==> src/rtl/can_esf_pkg.sv <==
package can_esf_pkg;

  typedef logic [1:0] err_st_t;

  localparam err_st_t ST_ACTIVE  = 2'b00;
  localparam err_st_t ST_WARN    = 2'b01;
  localparam err_st_t ST_PASSIVE = 2'b10;
  localparam err_st_t ST_BUSOFF  = 2'b11;

  // Decide whether a move prv -> cur passes a sensitivity code.
  function automatic logic sens_hit(input logic [1:0] code,
                                    input err_st_t prv,
                                    input err_st_t cur);
    logic moved;
    logic busoff_edge;
    logic warn_edge;
    moved       = (prv != cur);
    busoff_edge = (prv == ST_BUSOFF) || (cur == ST_BUSOFF);
    // warning (01) and bus-off (11) share bit 0 set
    warn_edge   = prv[0] || cur[0];
    case (code)
      2'b00:   sens_hit = 1'b0;
      2'b01:   sens_hit = moved && busoff_edge;
      2'b10:   sens_hit = moved && warn_edge;
      default: sens_hit = moved;
    endcase
  endfunction

endpackage

==> src/rtl/esf_dir_filter.sv <==
module esf_dir_filter
  import can_esf_pkg::*;
(
  input  logic       clk,
  input  logic       rst_n,
  input  logic [1:0] code,
  input  err_st_t    cur,
  output logic       hit
);

  err_st_t prv_q;

  always_ff @(posedge clk) begin
    if (!rst_n) prv_q <= ST_ACTIVE;
    else        prv_q <= cur;
  end

  assign hit = sens_hit(code, prv_q, cur);

  // code 00 never passes a change
  a_r1_code_off: assert property (@(posedge clk) disable iff (!rst_n)
    (code == 2'b00) |-> !hit);

  // code 01 passes only moves touching bus-off
  a_r2_busoff_only: assert property (@(posedge clk) disable iff (!rst_n)
    (code == 2'b01 && hit) |-> (prv_q == ST_BUSOFF || cur == ST_BUSOFF));

endmodule

==> src/rtl/esf_ien_reg.sv <==
module esf_ien_reg #(
  parameter int IEN_W = 7
) (
  input  logic             clk,
  input  logic             rst_n,
  input  logic             in_init,
  input  logic             wr,
  input  logic [IEN_W-1:0] wdata,
  output logic [IEN_W-1:0] ien_q
);

  always_ff @(posedge clk) begin
    if (!rst_n || in_init) ien_q <= '0;
    else if (wr)           ien_q <= wdata;
  end

  // initialization mode empties the register
  a_r10_init_hold: assert property (@(posedge clk) disable iff (!rst_n)
    in_init |=> (ien_q == '0));

endmodule

==> src/rtl/esf_status.sv <==
module esf_status
  import can_esf_pkg::*;
#(
  parameter int NDIR = 2
) (
  input  logic                 clk,
  input  logic                 rst_n,
  input  logic [NDIR-1:0]      hit,
  input  logic                 clr,
  input  logic [NDIR-1:0][1:0] cur,
  output logic                 pend,
  output logic [NDIR-1:0][1:0] stat
);

  logic any_hit;
  assign any_hit = |hit;

  // set has priority over clear
  always_ff @(posedge clk) begin
    if (!rst_n)       pend <= 1'b0;
    else if (any_hit) pend <= 1'b1;
    else if (clr)     pend <= 1'b0;
  end

  always_ff @(posedge clk) begin
    if (!rst_n)     stat <= '0;
    else if (!pend) stat <= cur;
  end

  // a filter pass leaves the flag set
  a_r6_set_on_hit: assert property (@(posedge clk) disable iff (!rst_n)
    any_hit |=> pend);

  // fields frozen while pending
  a_r7_freeze: assert property (@(posedge clk) disable iff (!rst_n)
    pend |=> $stable(stat));

  // fields track the inputs one cycle late when not pending
  a_r7_track: assert property (@(posedge clk) disable iff (!rst_n)
    !pend |=> (stat == $past(cur)));

endmodule

==> src/rtl/can_esf_top.sv <==
module can_esf_top
  import can_esf_pkg::*;
#(
  parameter int DW = 8
) (
  input  logic          clk,
  input  logic          rst_n,
  input  logic          init_req,
  input  logic          init_ack,
  input  logic          wr_en,
  input  logic          wr_addr,
  input  logic [DW-1:0] wr_data,
  input  logic [1:0]    tx_state,
  input  logic [1:0]    rx_state,
  input  logic          ovr_flag,
  input  logic          rxf_flag,
  output logic [DW-1:0] ien_rd,
  output logic [1:0]    tx_stat,
  output logic [1:0]    rx_stat,
  output logic          chg_pend,
  output logic          chg_irq,
  output logic          ovr_irq,
  output logic          rxf_irq
);

  localparam int NDIR   = 2;
  localparam int IEN_W  = 7;
  localparam int B_RXF  = 0;
  localparam int B_OVR  = 1;
  localparam int B_TXS  = 2;
  localparam int B_RXS  = 4;
  localparam int B_CHG  = 6;

  logic                 in_init;
  logic [IEN_W-1:0]     ien_q;
  logic [NDIR-1:0][1:0] sens;
  logic [NDIR-1:0][1:0] cur;
  logic [NDIR-1:0][1:0] stat;
  logic [NDIR-1:0]      hit;
  logic                 clr;

  assign in_init = init_req && init_ack;
  assign clr     = wr_en && wr_addr && wr_data[0];

  esf_ien_reg #(.IEN_W(IEN_W)) u_ien (
    .clk     (clk),
    .rst_n   (rst_n),
    .in_init (in_init),
    .wr      (wr_en && !wr_addr),
    .wdata   (wr_data[IEN_W-1:0]),
    .ien_q   (ien_q)
  );

  assign sens[0] = ien_q[B_TXS +: 2];
  assign sens[1] = ien_q[B_RXS +: 2];
  assign cur[0]  = tx_state;
  assign cur[1]  = rx_state;

  for (genvar g = 0; g < NDIR; g++) begin : g_dir
    esf_dir_filter u_flt (
      .clk   (clk),
      .rst_n (rst_n),
      .code  (sens[g]),
      .cur   (cur[g]),
      .hit   (hit[g])
    );
  end

  esf_status #(.NDIR(NDIR)) u_stat (
    .clk  (clk),
    .rst_n(rst_n),
    .hit  (hit),
    .clr  (clr),
    .cur  (cur),
    .pend (chg_pend),
    .stat (stat)
  );

  assign tx_stat = stat[0];
  assign rx_stat = stat[1];
  assign ien_rd  = DW'(ien_q);
  assign chg_irq = chg_pend && ien_q[B_CHG];
  assign ovr_irq = ovr_flag && ien_q[B_OVR];
  assign rxf_irq = rxf_flag && ien_q[B_RXF];

  // no status-change request without a pending flag
  a_r8_irq_needs_pend: assert property (@(posedge clk) disable iff (!rst_n)
    chg_irq |-> chg_pend);

  // no overrun request without the overrun condition
  a_r9_ovr_needs_flag: assert property (@(posedge clk) disable iff (!rst_n)
    ovr_irq |-> ovr_flag);

endmodule

==> config.mk <==
export PLATFORM = sky130hd
export DESIGN_NAME = can_esf_top
export DESIGN_NICKNAME = d
export VERILOG_FILES = /design/src/rtl/can_esf_pkg.sv /design/src/rtl/esf_dir_filter.sv /design/src/rtl/esf_ien_reg.sv /design/src/rtl/esf_status.sv /design/src/rtl/can_esf_top.sv
export SDC_FILE = /design/constraint.sdc
export NUM_CORES = 1
export LEC_CHECK = 0
export ABC_CLOCK_PERIOD_IN_PS = 1300
export BUFFER_PORTS_ARGS = -buffer_cell sky130_fd_sc_hd__buf_2
export CAP_MARGIN = 15
export CORE_MARGIN = 4
export CORE_UTILIZATION = 40
export CTS_CLUSTER_DIAMETER = 150
export DETAILED_ROUTE_END_ITERATION = 8
export PLACE_DENSITY = 0.68
export SLEW_MARGIN = 20
export SYNTH_ARGS = -nofsm -noshare
export SYNTH_HDL_FRONTEND = slang
export SYNTH_HIERARCHICAL = 1
export SYNTH_SLANG_ARGS = --single-unit
==> constraint.sdc <==
create_clock -name clk -period 1.3 [get_ports clk]
set_input_delay 0.195 -clock clk [delete_from_list [all_inputs] [get_ports clk]]
set_output_delay 0.195 -clock clk [all_outputs]
set_load 0.005 [all_outputs]
==> qor.csv, run 1 <==
stage,metric,value,unit
placement,placed_area,987.2,um2
logic_synthesis,yosysSeqAreaShare,40.19,%
setup_path,critPathKind,reg -> reg,
timing,fmax,769.9,MHz
cts,cts_hold_buffers,0,
power,p_per_area,947.7,mW/mm2
timing,setup_ws,0.001175,ns
route,drt_first_pass_iters,5,
cells_and_area,drive_above_1_share,45.38,%
logic_synthesis,yosysUniqueCellTypes,20,
run,max_cap_violations,0,
cells_and_area,fin_cells,144,
floorplanning,core_area,0.001802,mm2
cts,cts_tree,built,
placement,dp_cells,139,
setup_path,path_delay_family,compound AO/OA/AOI/OAI gates,
timing,skew,0.001923,ns
floorplanning,start_util,44.24,%
route,vias,676,
floorplanning,rows,15,
cts,cts_buffers,3,
setup_path,slowest_stage,dfxtp_2,
placement,place.gp.congestion,0.7491,
setup_path,cp-endpoint,u_stat/pend$_SDFFE_PN0P_,
logic_synthesis,synth_area_leader_cell,dfxtp_1,
logic_synthesis,syn_avg_cell_area,9.840,um2
timing,rsz0062_at_grt,true,
logic_synthesis,synth_simple_gate_area_share,18.05,%
cts,clk_pin_slew,0.09,ns
floorplanning,boundaryPins,36,
logic_synthesis,ys_ff_latch,16,
floorplanning,die_area,0.002770,mm2
grt,grt_pass1_wl,2.766,mm
logic_synthesis,syn-instance-count,81,
cts,cts_root_buf,clkbuf_4,
route,routedWlPerCell,11.89,um
grt,antenna_found_initial,0,
route,viasPerCell,4.694,
placement,dp_slack,-0.06759,ns
cts,cts_buffer_depth,2,
cells_and_area,fin_area,0.001066,mm2
timing,finalSetupTns,0,ns
setup_path,cp_data_required_time,1.52,ns
logic_synthesis,synth_top_area_share,40.19,%
logic_synthesis,synth_top_family_by_area,simple AND/OR/NAND/NOR gates,
logic_synthesis,syn-num-nets,107,
setup_path,path_buf_inv,0,
grt,gr-total-overflow,0,
setup_path,critPathArrivalTime,1.52,ns
floorplanning,die_x,52.64,um
timing,min_period,1.299,ns
power,power,1010,uW
logic_synthesis,synthMuxAreaShare,13.81,%
logic_synthesis,yosys.area_share.adder,9.419,%
floorplanning,die_h,52.64,um
timing,finalSetupViolations,0,
outcome,outcome,completed,
power,peakVddDrop,0.7184,mV
cts,clock_sinks,16,
cts,clock_insertion_delay_worst_skew,0.28,ns
route,drt_iter0_markers,9,
route,ant_nets,0,
setup_path,reg2reg_depth,4,
placement,io_buffers,33,
setup_path,timing.rr.end,u_stat/pend$_SDFFE_PN0P_,
grt,grt_pass1_vias,686,
route,drc,0,
timing,maxSlewViolCount,0,
logic_synthesis,syn_area,797.0,um2
setup_path,reg2reg_from,u_ien/ien_q[5]$_SDFFE_PP0P_,
grt,grt_util_all_layers,13.57,%
logic_synthesis,synth_xor_area_share,2.198,%
setup_path,start_kind,register,
logic_synthesis,synth_compound_area_share,7.378,%
placement,dp_hpwl,1.362,mm
cells_and_area,n_antenna_cell,0,
worst_hold_path,hp-class,in -> reg,
setup_path,startpoint,u_ien/ien_q[5]$_SDFFE_PP0P_,
setup_path,worstPathMaxFanout,4,
cts,ctsHtreeMaxLevel,1,
logic_synthesis,synth_area_leaders,"dfxtp_1, mux2i_1, ha_1",
route,wl,1.712,mm
setup_path,slowest_delay,0.38,ns
timing,period_share,99.91,%
cells_and_area,nNetsFinal,146,
setup_path,reg2reg_slack,0.001,ns
logic_synthesis,yosysWarningCount,6,
cells_and_area,fillers,168,
power,p_leak,0.0005217,uW
setup_path,critPathCaptureType,register,
cells_and_area,area_delta_synth_final,33.75,%
setup_path,cp.depth,4,
timing,hold_viol_final,0,
grt,grt_max_degree,11,
setup_path,path_cells,ha_4 -> a21o_1 -> a222oi_1 -> o31a_1,
## cell usage in the layout (no fill, tap or decap), drive strengths merged
master / instances
dfxtp: 16
and3: 1
clkbuf: 4
buf: 37
ha: 6
inv: 10
o31a: 1
xnor2: 2
a21o: 2
nand2: 2
a222oi: 2
nand2b: 1
mux2i: 11
conb: 1
nor2: 7
and2: 8
a211oi: 2
nor2b: 6
## cells by family (layout without fill, tap and decap cells)
| family | count (synthesis) | in the layout |
|---|---|---|
| compound gates | 7 | 7 |
| xor+xnor | 2 | 2 |
| fa+ha+maj | 6 | 6 |
| buf+inv | 13 | 51 |
| flops | 16 | 16 |
| mux | 11 | 11 |
| other cells | 1 | 1 |
| simple gates | 25 | 25 |
## metrics by stage
| stage | hold slack (ns) | utilization [%] |
|---|---|---|
| 3_5_place_dp | 0.4489 | 54.79 |
| 6_report | 0.1581 | 59.17 |
| 4_1_cts | 0.1503 | 59.17 |
| 2_1_floorplan | 0.3167 | - |
| 3_3_place_gp | 0.4314 | 54.79 |
| 5_1_grt | 0.1549 | 59.17 |
## synth_stat cells
cell,count
mux2i_1,11
nand2_1,2
o31a_1,1
a211oi_1,2
conb_1,1
nor2_1,7
and2_1,6
nand2b_1,1
and2_2,2
nor2b_1,5
nor2b_4,1
dfxtp_1,16
buf_4,1
xnor2_1,2
a222oi_1,2
inv_1,10
a21o_1,2
and3_1,1
buf_6,2
ha_1,6
## per-layer routing
metal  global-route usage [%]  up-vias  routed length [um]
met5                        0        -                   0
met4                    2.553        0                  12
met3                    5.983        2                  89
met2                    26.03       16                 950
met1                    13.21      322                 659
li1                         -      336                   -
## flip-flops by register name, indices dropped and copies added (netlist names)
register	flops
g_dir.u_flt/prv_q	4
u_ien/ien_q	7
u_stat/pend	1
u_stat/stat	4
## layout make-up
cell class                      count  area [um2]  area share, %
Inverter                           10       37.54          3.521
Tap cell                           25       31.28          2.934
Sequential cell                    16       326.6          30.63
Multi-Input combinational cell     52       439.2          41.20
Clock buffer                        4       36.28          3.404
Timing Repair Buffer               37       195.2          18.31
## power by group
part,internal [uW],switching (uW)
registers,517,19.9
logic,90.0,70.1
clock network,170,143
## how the worst min path moves through the flow
stage / from / endpoint / slack (ns) / depth (start not counted)
5_1_grt: wr_data[1] / u_ien/ien_q[1]$_SDFFE_PP0P_ / 0.15 / 3
3_5_place_dp: wr_data[1] / u_ien/ien_q[1]$_SDFFE_PP0P_ / 0.45 / 3
4_1_cts: wr_data[1] / u_ien/ien_q[1]$_SDFFE_PP0P_ / 0.15 / 3
2_1_floorplan: tx_state[0] / g_dir[0].u_flt/prv_q[0]$_SDFF_PN0_ / 0.32 / 1
3_3_place_gp: wr_data[1] / u_ien/ien_q[1]$_SDFFE_PP0P_ / 0.43 / 3
6_report: wr_data[1] / u_ien/ien_q[1]$_SDFFE_PP0P_ / 0.16 / 3
## worst register-to-register path, delay by kind of cell, from the launching register on
| family | cells | cell delay, ns |
|---|---|---|
| flops | 1 | 0.38 |
| compound gates | 3 | 0.66 |
| fa+ha+maj | 1 | 0.21 |
## what timing repair did
item,in CTS,in global routing
resized for setup,9,0
buffers inserted,1,0
pin swaps,5,1
endpoints found under the setup margin,2,1
(Power assumes the default switching activity.)
==> inputs of run 2 (changes only) <==
HOLD_SLACK_MARGIN = 0.08   (was unset)
PLACE_DENSITY = 0.72   (was 0.68)
==> run 2 against run 1 <==
Net effect: core utilization fell by 0.070 points; design area fell by 0.12%; critical path depth rose by 1; clock power rose by 3%; total power rose by 0.69%; combinational power barely moved; setup slack improved by 0.021 ns; global-route usage fell by 0.90 points; sequential cell count did not move; clock skew rose by 0.0041 ns.
==> qor.csv, run 2 (same netlist as run 1, synthesis figures left out) <==
stage,metric,value,unit
placement,io_buffers,33,
route,viasPerCell,4.486,
route,ant_nets,0,
run,max_cap_violations,0,
worst_hold_path,holdCritStartpoint,wr_data[1],
timing,hold_viol_final,0,
timing,rsz0062_at_grt,true,
cells_and_area,multi_input_comb_area,439.2,um2
cells_and_area,n_antenna_cell,0,
setup_path,worstPathMaxFanout,3,
setup_path,reg2reg_slack,0.02,ns
cts,post-cts-setup-buffers,0,
timing,skew,0.006001,ns
setup_path,timing.rr.end,u_stat/pend$_SDFFE_PN0P_,
floorplanning,die_h,52.64,um
setup_path,critPathKind,reg -> reg,
cells_and_area,seqCellArea,325.3,um2
route,vias,646,
setup_path,reg2reg_from,u_ien/ien_q[2]$_SDFFE_PP0P_,
cts,clock_sinks,16,
power,power,1017,uW
cells_and_area,nNetsFinal,146,
grt,grt_util_all_layers,12.67,%
setup_path,cp_data_required_time,1.48,ns
cts,clk_pin_slew,0.10,ns
timing,finalSetupViolations,0,
setup_path,reg2reg_depth,5,
route,drc,0,
floorplanning,core_area,0.001802,mm2
grt,gr-total-overflow,0,
route,wl,1.616,mm
cts,clock_insertion_delay_worst_skew,0.28,ns
setup_path,critPathCaptureType,register,
route,routedWlPerCell,11.22,um
timing,min_period,1.278,ns
outcome,outcome,completed,
grt,antenna_found_initial,0,
timing,fmax,782.7,MHz
cts,cts_buffers,3,
route,drt_first_pass_iters,4,
placement,dp_slack,-0.04173,ns
cells_and_area,fin_util,59.10,%
cells_and_area,area_delta_synth_final,33.59,%
grt,grt_max_degree,11,
placement,dp_hpwl,1.294,mm
power,peakVddDrop,0.6366,mV
placement,place.gp.congestion,0.6904,
grt,grt_pass1_wl,2.608,mm
cts,ctsHtreeMaxLevel,1,
route,drt_iter0_markers,16,
floorplanning,start_util,44.24,%
grt,grt_pass1_vias,614,
cells_and_area,largest_register_ffs,7,
floorplanning,boundaryPins,36,
setup_path,critPathArrivalTime,1.46,ns
floorplanning,die_area,0.002770,mm2
cells_and_area,reg_top3,"u_ien/ien_q: 7 flops, g_dir.u_flt/prv_q: 4 flops, u_stat/stat: 4 flops",
timing,period_share,98.28,%
setup_path,startpoint,u_ien/ien_q[2]$_SDFFE_PP0P_,
setup_path,cp-endpoint,u_stat/pend$_SDFFE_PN0P_,
cells_and_area,top_register,u_ien/ien_q,
cts,cts_tree,built,
cells_and_area,fillers,179,
cells_and_area,final_common_cell,buf_2,
cells_and_area,layout_common_cells,"buf_2, dfxtp_1, mux2i_1",
worst_hold_path,hp-class,in -> reg,
timing,setup_ws,0.02242,ns
cts,cts_buffer_depth,2,
cts,cts_root_buf,clkbuf_4,
power,p_per_area,955.3,mW/mm2
floorplanning,die_x,52.64,um
setup_path,start_kind,register,
floorplanning,rows,15,
timing,maxSlewViolCount,0,
power,p_leak,0.0005210,uW
cells_and_area,drive_above_1_share,44.54,%
-- run 2: routing by layer --
metal / up-vias / GRT usage [%] / routed length [um]
li1: 338 / - / -
met1: 291 / 14.70 / 685
met4: 0 / 5.106 / 12
met2: 15 / 21.49 / 842
met5: - / 0 / 0
met3: 2 / 3.704 / 76
-- run 2: how the worst min path moves through the flow --
| stage | cells past startpoint | slack [ns] | endpoint |
|---|---|---|---|
| finish | 3 | 0.14 | u_ien/ien_q[1]$_SDFFE_PP0P_ |
| CTS | 3 | 0.14 | u_ien/ien_q[2]$_SDFFE_PP0P_ |
| detailed placement | 3 | 0.44 | u_ien/ien_q[2]$_SDFFE_PP0P_ |
| global placement | 3 | 0.43 | u_ien/ien_q[6]$_SDFFE_PP0P_ |
| floorplan | 1 | 0.32 | g_dir[0].u_flt/prv_q[0]$_SDFF_PN0_ |
| global route | 3 | 0.13 | u_ien/ien_q[2]$_SDFFE_PP0P_ |
-- run 2: layout make-up --
| cell class | instances | share of cell area (%) |
|---|---|---|
| Inverter | 10 | 3.525 |
| Clock buffer | 4 | 3.408 |
| Multi-Input combinational cell | 52 | 41.25 |
| Timing Repair Buffer | 37 | 18.33 |
| Sequential cell | 16 | 30.55 |
| Tap cell | 25 | 2.938 |
-- run 2: report_power, final --
group,total (uW),internal [uW],switching (uW)
Combinational,158,91.7,66.0
Clock,323,170,153
Sequential,536,516,20.1
-- run 2: stage by stage --
step	hold slack, ns	std cells	TNS, ns	cell area (um2)
finish	0.1419	144	0	1065
floorplan	0.3167	81	0	798.3
global placement	0.4315	140	-0.02835	994.7
detailed placement	0.4439	140	-0.04173	994.7
global route	0.1348	144	-0.09087	1065
CTS	0.1383	144	0	1065
-- run 2: worst max-delay path, stage by stage, from the launching register on --
cell and delay, ns:
dfxtp_2 0.34, buf_4 0.13, ha_1 0.22, a211oi_2 0.16, a222oi_1 0.09, o31a_1 0.24
-- run 2: what timing repair did --
| item | CTS | global route |
|---|---|---|
| pin swaps | 5 | 2 |
| hold buffers | 0 | 0 |
| setup endpoints to repair | 1 | 2 |
| resized for setup | 8 | 0 |
| hold endpoints to repair | 0 | 0 |
==> inputs of run 3 (changes only) <==
ABC_CLOCK_PERIOD_IN_PS = unset   (was 1300)
HOLD_SLACK_MARGIN = 0.15   (was 0.08)
clock period = 1.02 ns   (was 1.3 ns; I/O delays follow)
==> run 3 against run 2 <==
Net effect: the flow now finishes with violations (setup timing); final cell count grew 9.0%; first-iteration DRC count shrank 6.3%; sequential cell count is the same; core utilization grew 10 points; clock skew shrank 0.00065 ns; routed wire length grew 23%; register-to-register slack lost 0.30 ns; die area is the same; non-clock buffer count grew 14; setup slack lost 0.30 ns; fmax shrank 1.5%; critical path depth is the same; highest routed layer unchanged.
==> qor.csv, run 3 (same netlist as run 1, synthesis figures left out) <==
stage,metric,value,unit
outcome,outcome,"finished, violations left",
outcome,violations,setup timing,
route,ant_nets,0,
setup_path,reg2reg_from,u_ien/ien_q[2]$_SDFFE_PP0P_,
route,drt_first_pass_iters,4,
setup_path,timing.rr.end,u_stat/pend$_SDFFE_PN0P_,
floorplanning,die_area,0.002770,mm2
timing,whs,0.1661,ns
grt,antenna_found_initial,0,
setup_path,critPathCaptureType,register,
floorplanning,boundaryPins,36,
placement,dp_hpwl,1.302,mm
floorplanning,rows,15,
setup_path,path_cells,inv_2 -> ha_4 -> a21o_1 -> a222oi_1 -> o31a_1,
route,vias,742,
cells_and_area,largest_register_ffs,7,
cells_and_area,area_delta_synth_final,56.83,%
setup_path,critPathArrivalTime,1.53,ns
floorplanning,die_x,52.64,um
setup_path,slowest_stage,dfxtp_2,
cts,cts_tree,built,
power,clkPwrFrac,25.1,%
route,drt_iter0_markers,15,
cells_and_area,reg_top3,"u_ien/ien_q: 7 flops, g_dir.u_flt/prv_q: 4 flops, u_stat/stat: 4 flops",
timing,period_share,127.2,%
cts,clock_insertion_delay_worst_skew,0.28,ns
cts,cts_root_buf,clkbuf_4,
worst_hold_path,holdPathStages,2,
timing,hold_viol_final,0,
timing,min_period,1.297,ns
setup_path,start_kind,register,
floorplanning,core_area,0.001802,mm2
timing,skew,0.005350,ns
route,routedWlPerCell,12.64,um
run,max_cap_violations,0,
setup_path,reg2reg_depth,5,
cts,cts_buffer_depth,2,
worst_hold_path,hp-class,in -> reg,
placement,io_buffers,33,
cts,clock_sinks,16,
cells_and_area,drive_above_1_share,47.73,%
setup_path,cp-endpoint,u_stat/pend$_SDFFE_PN0P_,
power,p_leak,0.0005923,uW
power,p_sw_share,24.30,%
route,wl,1.984,mm
setup_path,worstPathMaxFanout,3,
timing,maxSlewViolCount,0,
timing,setup_ws,-0.2769,ns
power,peakVddDrop,1.042,mV
setup_path,critPathKind,reg -> reg,
cells_and_area,top_register,u_ien/ien_q,
power,seqPwrFrac,54.1,%
cells_and_area,final_common_cell,buf_2,
setup_path,cp_data_required_time,1.25,ns
cts,clk_pin_slew,0.09,ns
power,power.share.combinational,20.9,%
power,p_per_area,1007,mW/mm2
timing,finalSetupViolations,6,
power,power,1259,uW
power,p_int,953.0,uW
cells_and_area,layout_common_cells,"buf_2, buf_6, mux2i_1",
grt,grt_util_all_layers,15.90,%
power,power.switching,305.9,uW
cts,ctsHtreeMaxLevel,1,
cells_and_area,nNetsFinal,160,
floorplanning,start_util,44.24,%
cells_and_area,n_antenna_cell,0,
timing,fmax,771.0,MHz
timing,rsz0062_at_grt,true,
placement,place.gp.congestion,0.7481,
floorplanning,die_h,52.64,um
route,viasPerCell,4.726,
route,drc,0,
grt,grt_pass1_wl,3.180,mm
grt,gr-total-overflow,0,
grt,grt_pass1_vias,761,
setup_path,startpoint,u_ien/ien_q[2]$_SDFFE_PP0P_,
cts,cts_buffers,3,
setup_path,slowest_delay,0.36,ns
setup_path,reg2reg_slack,-0.28,ns
grt,grt_max_degree,11,
## run 3: changes by cell type in the layout (fill, tap and decap cells not counted), moves of 2 or more
cell	previous run	this run
buf_2	33	27
dlygate4sd3_1	0	8
and2_1	6	4
and2_4	0	2
buf_6	0	11
dfxtp_1	12	10
dfxtp_4	0	2
## run 3: per-stage QoR
step / setup TNS [ns] / utilization [%] / instances / worst slack, ns / instance area [um2]
finish: -0.8036 / 69.38 / 157 / -0.2769 / 1250
global route: -1.112 / 69.38 / 157 / -0.3262 / 1250
CTS: -0.7865 / 67.08 / 156 / -0.2720 / 1209
global placement: -0.2611 / 56.53 / 143 / -0.2611 / 1018
floorplan: -0.2359 / - / 81 / -0.2359 / 799.5
detailed placement: -0.2892 / 56.53 / 143 / -0.2892 / 1018
## run 3: critical path, delay by kind of cell, from the launching register on
kind                       cells  cell delay (ns)
AOI/OAI and AO/OA              3             0.64
buffers and inverters          1             0.05
DFF                            1             0.36
adders and majority gates      1             0.20
## run 3: final cells by class
class	instances	area, um2
clock buffer	3	22.52
fill	164	551.8
inverter	10	37.54
multi-input combinational	52	449.2
sequential	16	332.8
tap	25	31.28
timing repair buffer	51	376.6
## run 3: worst min-delay path by stage
stage,slack [ns],start,endpoint
2_1_floorplan,0.27,tx_state[0],g_dir[0].u_flt/prv_q[0]$_SDFF_PN0_
4_1_cts,0.15,tx_state[1],g_dir[0].u_flt/prv_q[1]$_SDFF_PN0_
3_3_place_gp,0.39,wr_data[3],u_ien/ien_q[3]$_SDFFE_PP0P_
5_1_grt,0.18,tx_state[1],g_dir[0].u_flt/prv_q[1]$_SDFF_PN0_
6_report,0.17,tx_state[1],g_dir[0].u_flt/prv_q[1]$_SDFF_PN0_
3_5_place_dp,0.40,wr_data[1],u_ien/ien_q[1]$_SDFFE_PP0P_
## run 3: layer usage
layer | global-route usage, % | part of all wire, % | vias up | routed length, um
li1 | - | - | 366 | -
met1 | 16.21 | 40 | 347 | 803
met2 | 29.75 | 52 | 25 | 1028
met3 | 2.849 | 5.7 | 4 | 113
met4 | 8.936 | 1.9 | 0 | 37
met5 | 0 | 0 | - | 0
## run 3: power by group through the flow
stage | clock, uW | sequential [uW] | combinational, uW
after floorplan | 0 | 693 | 114
after detailed placement | 0 | 695 | 202
after CTS | 335 | 680 | 247
after global placement | 0 | 694 | 197
after global routing | 360 | 685 | 292
final | 316 | 681 | 263
## run 3: what timing repair did
item,in CTS,in global routing
buffers inserted,2,1
hold endpoints to repair,8,0
hold buffers,8,0
resized for setup,17,8
endpoints found under the setup margin,8,9
pin swaps,5,2
